<file path="src/rtl/mux_scan_pkg.sv">
// Shared address map, bit positions and strobe bundle for the scan sequencer.
// Assumes a 3-bit word address and a 16-bit data bus.
package mux_scan_pkg;

    // Write-side register selects
    localparam logic [2:0] WA_CMD   = 3'd0;
    localparam logic [2:0] WA_PTR   = 3'd1;
    localparam logic [2:0] WA_ENTRY = 3'd2;
    localparam logic [2:0] WA_CONV  = 3'd3;
    localparam logic [2:0] WA_CLEAR = 3'd4;

    // Read-side register selects
    localparam logic [2:0] RA_STATUS = 3'd0;
    localparam logic [2:0] RA_DATA   = 3'd1;

    // Command bit positions
    localparam int CMD_STRAIGHT_BIT = 0;
    localparam int CMD_SCAN_BIT     = 3;

    // Scan entry field positions (channel field starts at bit 0)
    localparam int ENT_LAST_BIT = 4;
    localparam int ENT_GAIN_LSB = 6;

    // Status bit positions
    localparam int ST_AVAIL_BIT = 13;
    localparam int ST_OVF_BIT   = 9;
    localparam int ST_OVR_BIT   = 8;

    // One-hot strobes decoded from a single bus access
    typedef struct packed {
        logic cmd_we;
        logic ptr_we;
        logic ent_we;
        logic conv;
        logic clear;
        logic pop;
        logic stat_rd;
    } strobe_t;

endpackage

</file>
<file path="src/rtl/msq_reg_decode.sv">
// Bus access decoder and command register.
// Turns each bus cycle into at most one strobe; a write takes precedence
// over a simultaneous read. Holds the coding and scan-enable command bits.
module msq_reg_decode
    import mux_scan_pkg::*;
(
    input  logic       clk,
    input  logic       rst_n,
    input  logic       bus_wr,
    input  logic       bus_rd,
    input  logic [2:0] bus_addr,
    input  logic       cmd_straight_in,
    input  logic       cmd_scan_in,
    output strobe_t    stb,
    output logic       straight,
    output logic       scan_en
);

    // Decode the current access into a single strobe
    always_comb begin
        stb = '0;
        if (bus_wr) begin
            case (bus_addr)
                WA_CMD:   stb.cmd_we = 1'b1;
                WA_PTR:   stb.ptr_we = 1'b1;
                WA_ENTRY: stb.ent_we = 1'b1;
                WA_CONV:  stb.conv   = 1'b1;
                WA_CLEAR: stb.clear  = 1'b1;
                default:  ;
            endcase
        end else if (bus_rd) begin
            case (bus_addr)
                RA_STATUS: stb.stat_rd = 1'b1;
                RA_DATA:   stb.pop     = 1'b1;
                default:   ;
            endcase
        end
    end

    // Command register: result coding and scan enable
    always_ff @(posedge clk) begin
        if (!rst_n) begin
            straight <= 1'b0;
            scan_en  <= 1'b0;
        end else if (stb.cmd_we) begin
            straight <= cmd_straight_in;
            scan_en  <= cmd_scan_in;
        end
    end

endmodule

</file>
<file path="src/rtl/msq_scan_list.sv">
// Scan-list storage, list pointer and multiplexer outputs.
// Each entry packs {last, gain, channel}. The pointer selects the entry that
// an entry write lands in and the entry a conversion uses. Assumes entry
// writes, pointer loads and conversions never coincide (one bus access/cycle).
module msq_scan_list #(
    parameter int N_ENTRIES = 16,
    parameter int CHAN_W    = 4,
    parameter int GAIN_W    = 2,
    localparam int PTR_W    = $clog2(N_ENTRIES)
) (
    input  logic              clk,
    input  logic              rst_n,
    input  logic              ptr_we,
    input  logic [PTR_W-1:0]  ptr_val,
    input  logic              ent_we,
    input  logic [CHAN_W-1:0] ent_chan,
    input  logic [GAIN_W-1:0] ent_gain,
    input  logic              ent_last,
    input  logic              conv,
    input  logic              scan_en,
    output logic [PTR_W-1:0]  cur_ptr,
    output logic              conv_start,
    output logic [CHAN_W-1:0] chan,
    output logic [GAIN_W-1:0] gain
);

    localparam int ENT_W = CHAN_W + GAIN_W + 1;
    localparam logic [PTR_W-1:0] LAST_SLOT = PTR_W'(N_ENTRIES - 1);

    logic [N_ENTRIES*ENT_W-1:0] table_flat;
    logic [ENT_W-1:0]           sel_ent;
    logic [CHAN_W-1:0]          sel_chan;
    logic [GAIN_W-1:0]          sel_gain;
    logic                       sel_last;
    logic [PTR_W-1:0]           ptr_q;

    // One storage word per entry
    for (genvar e = 0; e < N_ENTRIES; e++) begin : g_entry
        logic [ENT_W-1:0] word_q;

        // Capture an entry write addressed to this slot
        always_ff @(posedge clk) begin
            if (!rst_n) begin
                word_q <= '0;
            end else if (ent_we && (ptr_q == PTR_W'(e))) begin
                word_q <= {ent_last, ent_gain, ent_chan};
            end
        end

        assign table_flat[e*ENT_W +: ENT_W] = word_q;
    end

    // Select the entry under the pointer
    always_comb begin
        sel_ent  = table_flat[ptr_q*ENT_W +: ENT_W];
        sel_chan = sel_ent[CHAN_W-1:0];
        sel_gain = sel_ent[CHAN_W +: GAIN_W];
        sel_last = sel_ent[ENT_W-1];
    end

    // Pointer: software load, or advance/wrap on a scanning conversion
    always_ff @(posedge clk) begin
        if (!rst_n) begin
            ptr_q <= '0;
        end else if (ptr_we) begin
            ptr_q <= ptr_val;
        end else if (conv && scan_en) begin
            if (sel_last || (ptr_q == LAST_SLOT)) begin
                ptr_q <= '0;
            end else begin
                ptr_q <= ptr_q + 1'b1;
            end
        end
    end

    // Start pulse and multiplexer settings for the strobed entry
    always_ff @(posedge clk) begin
        if (!rst_n) begin
            conv_start <= 1'b0;
            chan       <= '0;
            gain       <= '0;
        end else begin
            conv_start <= conv;
            if (conv) begin
                chan <= sel_chan;
                gain <= sel_gain;
            end
        end
    end

    assign cur_ptr = ptr_q;

endmodule

</file>
<file path="src/rtl/msq_sample_fifo.sv">
// Sample FIFO with sticky overflow flag.
// A clear wins over a push in the same cycle. A push into a full FIFO is
// accepted only when a pop frees a slot in that cycle; otherwise it is
// dropped and flags overflow. Assumes pop and clear never coincide.
module msq_sample_fifo #(
    parameter int DEPTH = 16,
    parameter int DW    = 12,
    localparam int AW    = $clog2(DEPTH),
    localparam int CNT_W = $clog2(DEPTH + 1)
) (
    input  logic          clk,
    input  logic          rst_n,
    input  logic          push,
    input  logic [DW-1:0] push_data,
    input  logic          pop,
    input  logic          clear,
    output logic [DW-1:0] head,
    output logic          empty,
    output logic          full,
    output logic          overflow
);

    localparam logic [AW-1:0]    TOP_IDX = AW'(DEPTH - 1);
    localparam logic [CNT_W-1:0] FULL_CNT = CNT_W'(DEPTH);

    logic [DW-1:0]    store [DEPTH];
    logic [AW-1:0]    wr_idx, rd_idx;
    logic [CNT_W-1:0] count;
    logic             pop_ok, push_ok, push_drop;

    // Qualify the requests against occupancy and clear
    always_comb begin
        pop_ok    = pop && !empty && !clear;
        push_ok   = push && !clear && (!full || pop_ok);
        push_drop = push && !clear && full && !pop_ok;
    end

    // Sample storage
    always_ff @(posedge clk) begin
        if (!rst_n) begin
            for (int i = 0; i < DEPTH; i++) begin
                store[i] <= '0;
            end
        end else if (push_ok) begin
            store[wr_idx] <= push_data;
        end
    end

    // Indices and occupancy count
    always_ff @(posedge clk) begin
        if (!rst_n || clear) begin
            wr_idx <= '0;
            rd_idx <= '0;
            count  <= '0;
        end else begin
            if (push_ok) begin
                wr_idx <= (wr_idx == TOP_IDX) ? '0 : wr_idx + 1'b1;
            end
            if (pop_ok) begin
                rd_idx <= (rd_idx == TOP_IDX) ? '0 : rd_idx + 1'b1;
            end
            case ({push_ok, pop_ok})
                2'b10:   count <= count + 1'b1;
                2'b01:   count <= count - 1'b1;
                default: ;
            endcase
        end
    end

    // Sticky overflow, released only by clear
    always_ff @(posedge clk) begin
        if (!rst_n || clear) begin
            overflow <= 1'b0;
        end else if (push_drop) begin
            overflow <= 1'b1;
        end
    end

    assign head  = store[rd_idx];
    assign empty = (count == '0);
    assign full  = (count == FULL_CNT);

endmodule

</file>
<file path="src/rtl/mux_scan_seq.sv">
// Multiplexer-gain scan sequencer top.
// Joins the bus decoder, scan list and sample FIFO. It adds result recoding,
// overrun tracking and the registered read-data path. Assumes CHAN_W <= 4,
// so that the channel field stays below the end-of-scan bit.
module mux_scan_seq
    import mux_scan_pkg::*;
#(
    parameter int N_ENTRIES  = 16,
    parameter int CHAN_W     = 4,
    parameter int GAIN_W     = 2,
    parameter int FIFO_DEPTH = 16,
    parameter int ADC_W      = 12,
    parameter int BUS_W      = 16
) (
    input  logic              clk,
    input  logic              rst_n,
    input  logic              bus_wr,
    input  logic              bus_rd,
    input  logic [2:0]        bus_addr,
    input  logic [BUS_W-1:0]  bus_wdata,
    output logic [BUS_W-1:0]  bus_rdata,
    output logic              conv_start,
    output logic [CHAN_W-1:0] mux_chan,
    output logic [GAIN_W-1:0] mux_gain,
    input  logic              adc_valid,
    input  logic [ADC_W-1:0]  adc_result
);

    localparam int PTR_W = $clog2(N_ENTRIES);

    strobe_t          stb;
    logic             straight, scan_en;
    logic [PTR_W-1:0] cur_ptr;
    logic [ADC_W-1:0] coded, fifo_head, last_pop;
    logic             fifo_empty, fifo_full, fifo_ovf;
    logic             pending_q, ovr_q;
    logic [BUS_W-1:0] status_word;
    logic             unused_wdata;

    assign unused_wdata = ^bus_wdata;

    msq_reg_decode u_dec (
        .clk             (clk),
        .rst_n           (rst_n),
        .bus_wr          (bus_wr),
        .bus_rd          (bus_rd),
        .bus_addr        (bus_addr),
        .cmd_straight_in (bus_wdata[CMD_STRAIGHT_BIT]),
        .cmd_scan_in     (bus_wdata[CMD_SCAN_BIT]),
        .stb             (stb),
        .straight        (straight),
        .scan_en         (scan_en)
    );

    msq_scan_list #(
        .N_ENTRIES (N_ENTRIES),
        .CHAN_W    (CHAN_W),
        .GAIN_W    (GAIN_W)
    ) u_list (
        .clk        (clk),
        .rst_n      (rst_n),
        .ptr_we     (stb.ptr_we),
        .ptr_val    (bus_wdata[PTR_W-1:0]),
        .ent_we     (stb.ent_we),
        .ent_chan   (bus_wdata[CHAN_W-1:0]),
        .ent_gain   (bus_wdata[ENT_GAIN_LSB +: GAIN_W]),
        .ent_last   (bus_wdata[ENT_LAST_BIT]),
        .conv       (stb.conv),
        .scan_en    (scan_en),
        .cur_ptr    (cur_ptr),
        .conv_start (conv_start),
        .chan       (mux_chan),
        .gain       (mux_gain)
    );

    // Recode the result: invert the top bit for two's complement output
    always_comb begin
        coded = adc_result;
        if (!straight) begin
            coded[ADC_W-1] = ~adc_result[ADC_W-1];
        end
    end

    msq_sample_fifo #(
        .DEPTH (FIFO_DEPTH),
        .DW    (ADC_W)
    ) u_fifo (
        .clk       (clk),
        .rst_n     (rst_n),
        .push      (adc_valid),
        .push_data (coded),
        .pop       (stb.pop),
        .clear     (stb.clear),
        .head      (fifo_head),
        .empty     (fifo_empty),
        .full      (fifo_full),
        .overflow  (fifo_ovf)
    );

    // Track an outstanding conversion and flag a strobe that outruns it
    always_ff @(posedge clk) begin
        if (!rst_n) begin
            pending_q <= 1'b0;
            ovr_q     <= 1'b0;
        end else begin
            if (stb.conv) begin
                pending_q <= 1'b1;
            end else if (adc_valid) begin
                pending_q <= 1'b0;
            end
            if (stb.clear) begin
                ovr_q <= 1'b0;
            end else if (stb.conv && pending_q && !adc_valid) begin
                ovr_q <= 1'b1;
            end
        end
    end

    // Assemble the status word
    always_comb begin
        status_word               = '0;
        status_word[ST_AVAIL_BIT] = !fifo_empty;
        status_word[ST_OVF_BIT]   = fifo_ovf;
        status_word[ST_OVR_BIT]   = ovr_q;
    end

    // Remember the most recently popped sample for empty reads
    always_ff @(posedge clk) begin
        if (!rst_n) begin
            last_pop <= '0;
        end else if (stb.pop && !fifo_empty) begin
            last_pop <= fifo_head;
        end
    end

    // Registered read data
    always_ff @(posedge clk) begin
        if (!rst_n) begin
            bus_rdata <= '0;
        end else if (stb.stat_rd) begin
            bus_rdata <= status_word;
        end else if (stb.pop) begin
            bus_rdata <= BUS_W'(fifo_empty ? last_pop : fifo_head);
        end else if (bus_rd && !bus_wr) begin
            bus_rdata <= '0;
        end
    end

endmodule

</file>
<file path="config.mk">
export PLATFORM = sky130hd
export DESIGN_NAME = mux_scan_seq
export DESIGN_NICKNAME = d
export VERILOG_FILES = /design/src/rtl/mux_scan_pkg.sv /design/src/rtl/msq_reg_decode.sv /design/src/rtl/msq_scan_list.sv /design/src/rtl/msq_sample_fifo.sv /design/src/rtl/mux_scan_seq.sv
export SDC_FILE = /design/constraint.sdc
export NUM_CORES = 1
export LEC_CHECK = 0
export BUFFER_PORTS_ARGS = -buffer_cell sky130_fd_sc_hd__buf_2
export CORE_MARGIN = 2
export CORE_UTILIZATION = 50
export DETAILED_ROUTE_END_ITERATION = 8
export HOLD_SLACK_MARGIN = 0.1
export PLACE_DENSITY = 0.67
export SYNTH_ARGS = -nofsm -noshare
export SYNTH_HDL_FRONTEND = slang
export SYNTH_SLANG_ARGS = --single-unit
</file>
<file path="constraint.sdc">
create_clock -name clk -period 8.7 [get_ports clk]
set_input_delay 1.74 -clock clk [delete_from_list [all_inputs] [get_ports clk]]
set_output_delay 1.74 -clock clk [all_outputs]
set_load 0.02 [all_outputs]
</file>
# Word-level counts from Yosys, hierarchy flattened
# Memories as Yosys holds them, arrays and structs flattened. A register that Yosys moved wholly into a read port is not among the register bits.
# Index checks and enable logic that the tools add are counted.
# word_totals
input_bits	36
mem_bits_rw	192
latchBits	0
output_inout_bits	23
elab_cells	142
rom_bits	0
regBits	169
n_memories	1
# memory_table
memory	words	word_bits	rd	rd_ports_with_merged_regs	wr	line_no	rtl
u_fifo.store	16	12	1	1	16	msq_sample_fifo.sv:26	logic [DW-1:0] store [DEPTH];
# op_classes
n_div	0
n_eq_ne	24
n_lt_le_gt_ge	0
multipliers	1
add_sub_neg	5
n_reduce_logical	47
n_mux	30
shift	1
bitwise	2
# ops
op	n
$shiftx A112 B8 Y7	1
$eq A4 B4 Y1 const B	10
$mux W16	2
$mux W4	8
$logic_and A1 B1 Y1	26
$mux W12	2
$eq A4 B3 Y1 const B	4
$mux W14	1
$mux W1	13
$add A4 B1 Y4 const B	3
$reduce_or A12 Y1	1
$pmux W5 S2	1
$eq A4 B2 Y1 const B	2
$reduce_bool A2 Y1	4
$logic_not A1 Y1	7
$mul A4 B3 Y7 const B	1
$eq A3 B2 Y1 const B	2
$add A5 B1 Y5 const B	1
$eq A5 B5 Y1 const B	1
$logic_not A5 Y1	1
$mux W5	1
$sub A5 B1 Y5 const B	1
$eq A4 B1 Y1 const B	1
$logic_not A4 Y1	1
other kinds (10)	15

# Depth between registers and ports, before layout
# logic_depth
ltp_word	13
depth_mapped	14
mapped_depth_nobuf	12

# Modules after synthesis
# From an unflattened synthesis, not the netlist that was laid out.
# unflattened
hier_cells	1368
area_unflattened_um2	17005.1
# modules_own_cells
module	area_per_inst_um2	seq_area_each_um2	n_inst	cells_per_inst
msq_sample_fifo	9878.2	6125.9	1	638
msq_scan_list	5744.3	2462.4	1	573
mux_scan_seq	1227.4	540.5	1	139
msq_reg_decode	155.1	40.0	1	18

# Least setup slack after synthesis
# No wires, ideal clock.
# synth_path
path_type	input-to-reg
startpoint	input port bus_addr[2]
endpoint	memory u_fifo.store[1][0], enable pin
required_time_ns	8.302
arrival_time_ns	3.906
path_buffers	2
setup_ns	0.398
path_stages	8
slack_ns	4.396
cell_sequence	nor3b_2 a211o_1 and2_1 buf_6 clkinv_2 or3_1 buf_6 o21ai_0
# synth_rtl
element	line_no	rtl
from (decl)	mux_scan_seq.sv:19	input logic [2:0] bus_addr,
to (decl)	msq_sample_fifo.sv:26	

==> metrics.md <==
| Metric | Value |
|---|---|
| Status | `complete, no violations` |
| Post-place setup slack | `~3.8 ns` |
| First-pass GRT wire length | `61400 um` |
| Leakage power | `5.85 nW` |
| CP startpoint kind | `input port` |
| ANT nets after route | `0` |
| Post-DP HPWL | `23500 um` |
| Initial DRT Pass Iterations | `5` |
| Final #Nets | `roughly 1500` |
| Vias in the first global route | `11000` |
| Clock slew seen by the registers of the worst setup and hold paths | `0.06 ns` |
| Die footprint | `34000 um^2` |
| Clk buf depth | `3` |
| Achievable clock frequency | `231 MHz` |
| Die Y-Extent | `184 um` |
| Final setup vio count | `0` |
| Most frequent cells in the layout | `nand2_1 (226), nor2_1 (215), edfxtp_1 (192)` |
| CP Class | `input port to flop` |
| I/O pin total | `59` |
| Chip width | `around 180 um` |
| # DRC | `0` |
| Peak VDD IR | `approximately 0.00011 V` |
| Min setup slack post-route | `4.37 ns` |
| Final hold viol count | `0` |
| Crit-path slowest cell | `o21ai_1` |
| Power Total | `3.61 mW` |
| CP Max Fanout | `52` |
| Row count | `66` |
| Worst-Margin Slew | `0.999 ns` |
| Initial Utilization | `50.4%` |
| Slew HR | `32.5%` |
| GR Util All Layers | `roughly a quarter` |
| Proportion of layout cells with a drive suffix above 1 | `between 10 and 15%` |
| HP Class | `flop to flop` |
| Synth Flop Type | `edfxtp_1` |
| Initial antenna violation count | `4` |
| Total CTS buffers | `39` |
| Post-CTS Setup Bufs | `0` |
| Power per cell area | `about 200 nW/um^2` |
| Critical Path AT | `4.55 ns` |
| Post-CTS sizing | `0` |
| GP Congestion | `0.779` |
| Final Max Slew Viols | `0` |
| Most common cell after layout, fill and taps aside | `nand2_1` |
| Yosys warns | `0` |
| CTS sink cnt | `362` |
| Final wirelength | `39500 um` |
| H-tree Lvls | `2` |
| # hold bufs at CTS | `0` |
| Largest net degree at the start of global routing | `96` |
| Fin crit share | `49.7%` |
| Slowest cell delay on critical path | `0.53 ns` |
| Worst skew pair latency | `0.52 ns` |
| Seq cells post-synth | `around 360` |
| EDFF count, synth | `192` |
| Setup Skew | `0.0160 ns` |
| WL/cell | `20.3 um` |
| Area Overhead vs Synth | `10.4%` |
| CP endpoint kind | `flop` |
| Routed vias/inst | `5.81` |
| Core area | `32300 um^2` |
| TNS Setup | `0 ns` |
| Netlist Area Pre-Place | `16300 um^2` |
| Root Driver | `clkbuf_16` |
| MaxCap Viol Count | `0` |
| CTS tree | `done` |
| Distinct cells, synth | `approximately 60` |
| Register area share after synthesis | `56.3%` |
| RSZ-0062 raised after global routing | `false` |
| Vias | `11300` |
| Total gr overflow | `0` |
| Iter 0 DRT Violations | `994` |
| Crit-path most repeated cell | `buf_4` |
| Synthesized instance count | `1475` |
| IO buf count | `46` |
| CP cell instances | `buf_2 > nor3b_2 > a211o_1 > and2_1 > clkinv_2 > or3_2 > buf_4 > o21ai_1 > buf_4` |
| Mean post-synth cell area | `11.0 um^2` |
| Min cycle time layout | `4.33 ns` |
| Async SR Flop Fraction | `0%` |
| CP required | `8.93 ns` |
==> layer usage <==
metal  part of all wire, %  global-route usage [%]  up-vias  wire length [um]
li1                      -                       -     5260                 -
met1                    42                    32.0     5559             16700
met2                    49                    39.0      385             19200
met3                   5.6                    2.90       91              2200
met4                   3.4                    8.74        2              1330
met5                 0.033                       0        -                13
==> report_power, final <==
group,switching (mW),internal [mW],total [mW]
registers,0.0151,1.84,1.85
clock network,0.656,0.916,1.57
logic,0.125,0.0605,0.186
==> flip-flops by register name, summed over array words and instances (netlist names), 4 cells and up, named ones only <==
| name | flops |
|---|---|
| u_list.cur_ptr | 4 |
| u_list.g_entry.word_q | 112 |
| u_list.chan | 4 |
| u_fifo.store | 192 |
| u_fifo.wr_idx | 4 |
| u_fifo.count | 5 |
| bus_rdata | 13 |
| u_fifo.rd_idx | 4 |
| last_pop | 12 |
==> cell families after synthesis <==
kind of cell	after synthesis	share of synthesized area, %
AND/OR/NAND/NOR	601	15.6
flip-flops	362	56.3
AO/OA/AOI/OAI	242	10.5
buffers and inverters	142	3.92
multiplexers	105	12.2
adder cells (fa/ha/maj)	13	0.999
XOR/XNOR	9	0.484
other	1	0.0230
==> path summary, 6_finish.rpt <==
check / startpoint / to / slack (ns) / depth (start not counted)
worst max register to register: u_fifo.count[1] / u_fifo.count[4] / 5.03 / 11
worst max-delay path: bus_addr[2] / u_fifo.store[0][3] / 4.37 / 9
worst min-delay path: last_pop[1] / last_pop[1] / 0.46 / 2
worst min register to register: last_pop[1] / last_pop[1] / 0.46 / 2
==> final cells by class <==
| class | instances | area, um^2 |
|---|---|---|
| sequential | 362 | 9180 |
| multi-input combinational | 973 | 6490 |
| clock buffer | 56 | 1070 |
| inverter | 15 | 57.6 |
| timing repair buffer | 81 | 495 |
| clock inverter | 13 | 124 |
| fill | 2689 | 14300 |
| tap | 442 | 553 |
| antenna | 3 | 7.51 |
==> cell usage after synthesis, types with 4 or more instances <==
cell type / instances / share of area (%)
buf_2: 26 / 0.80
and2_1: 12 / 0.46
nor2b_1: 8 / 0.31
a22o_1: 8 / 0.43
clkbuf_1: 86 / 2.0
nand3_1: 117 / 3.6
o22a_1: 12 / 0.65
nand2b_1: 4 / 0.15
buf_1: 4 / 0.092
dfxtp_1: 170 / 21
inv_1: 14 / 0.32
a31oi_1: 4 / 0.15
a21boi_1: 4 / 0.18
mux2i_1: 30 / 1.8
xnor2_1: 5 / 0.27
a22oi_1: 5 / 0.23
nor2_1: 216 / 5.0
o21ai_0: 29 / 0.89
xor2_1: 4 / 0.22
a21boi_0: 121 / 5.6
mux4_2: 74 / 10
nand2_1: 227 / 5.2
edfxtp_1: 192 / 35
buf_6: 8 / 0.55
a211oi_1: 10 / 0.46
a21oi_1: 29 / 0.89
ha_1: 13 / 1.0
==> per-stage QoR <==
| step | utilization, % | area (um^2) | hold WS (ns) | instances |
|---|---|---|---|---|
| floorplan | - | 16300 | 0.435 | 1477 |
| detailed placement | 51.9 | 16800 | 0.449 | 1873 |
| global placement | 51.9 | 16800 | 0.440 | 1873 |
| CTS | 55.6 | 18000 | 0.457 | 1942 |
| finish | 55.7 | 18000 | 0.459 | 1945 |
| global route | 55.7 | 18000 | 0.480 | 1945 |
==> critical path, delay by kind of cell <==
kind	cells	cell delay (ns)
and+or+nand+nor	3	1.09
AOI/OAI and AO/OA	2	0.75
buffers and inverters	4	0.94
(Power assumes the default switching activity.)
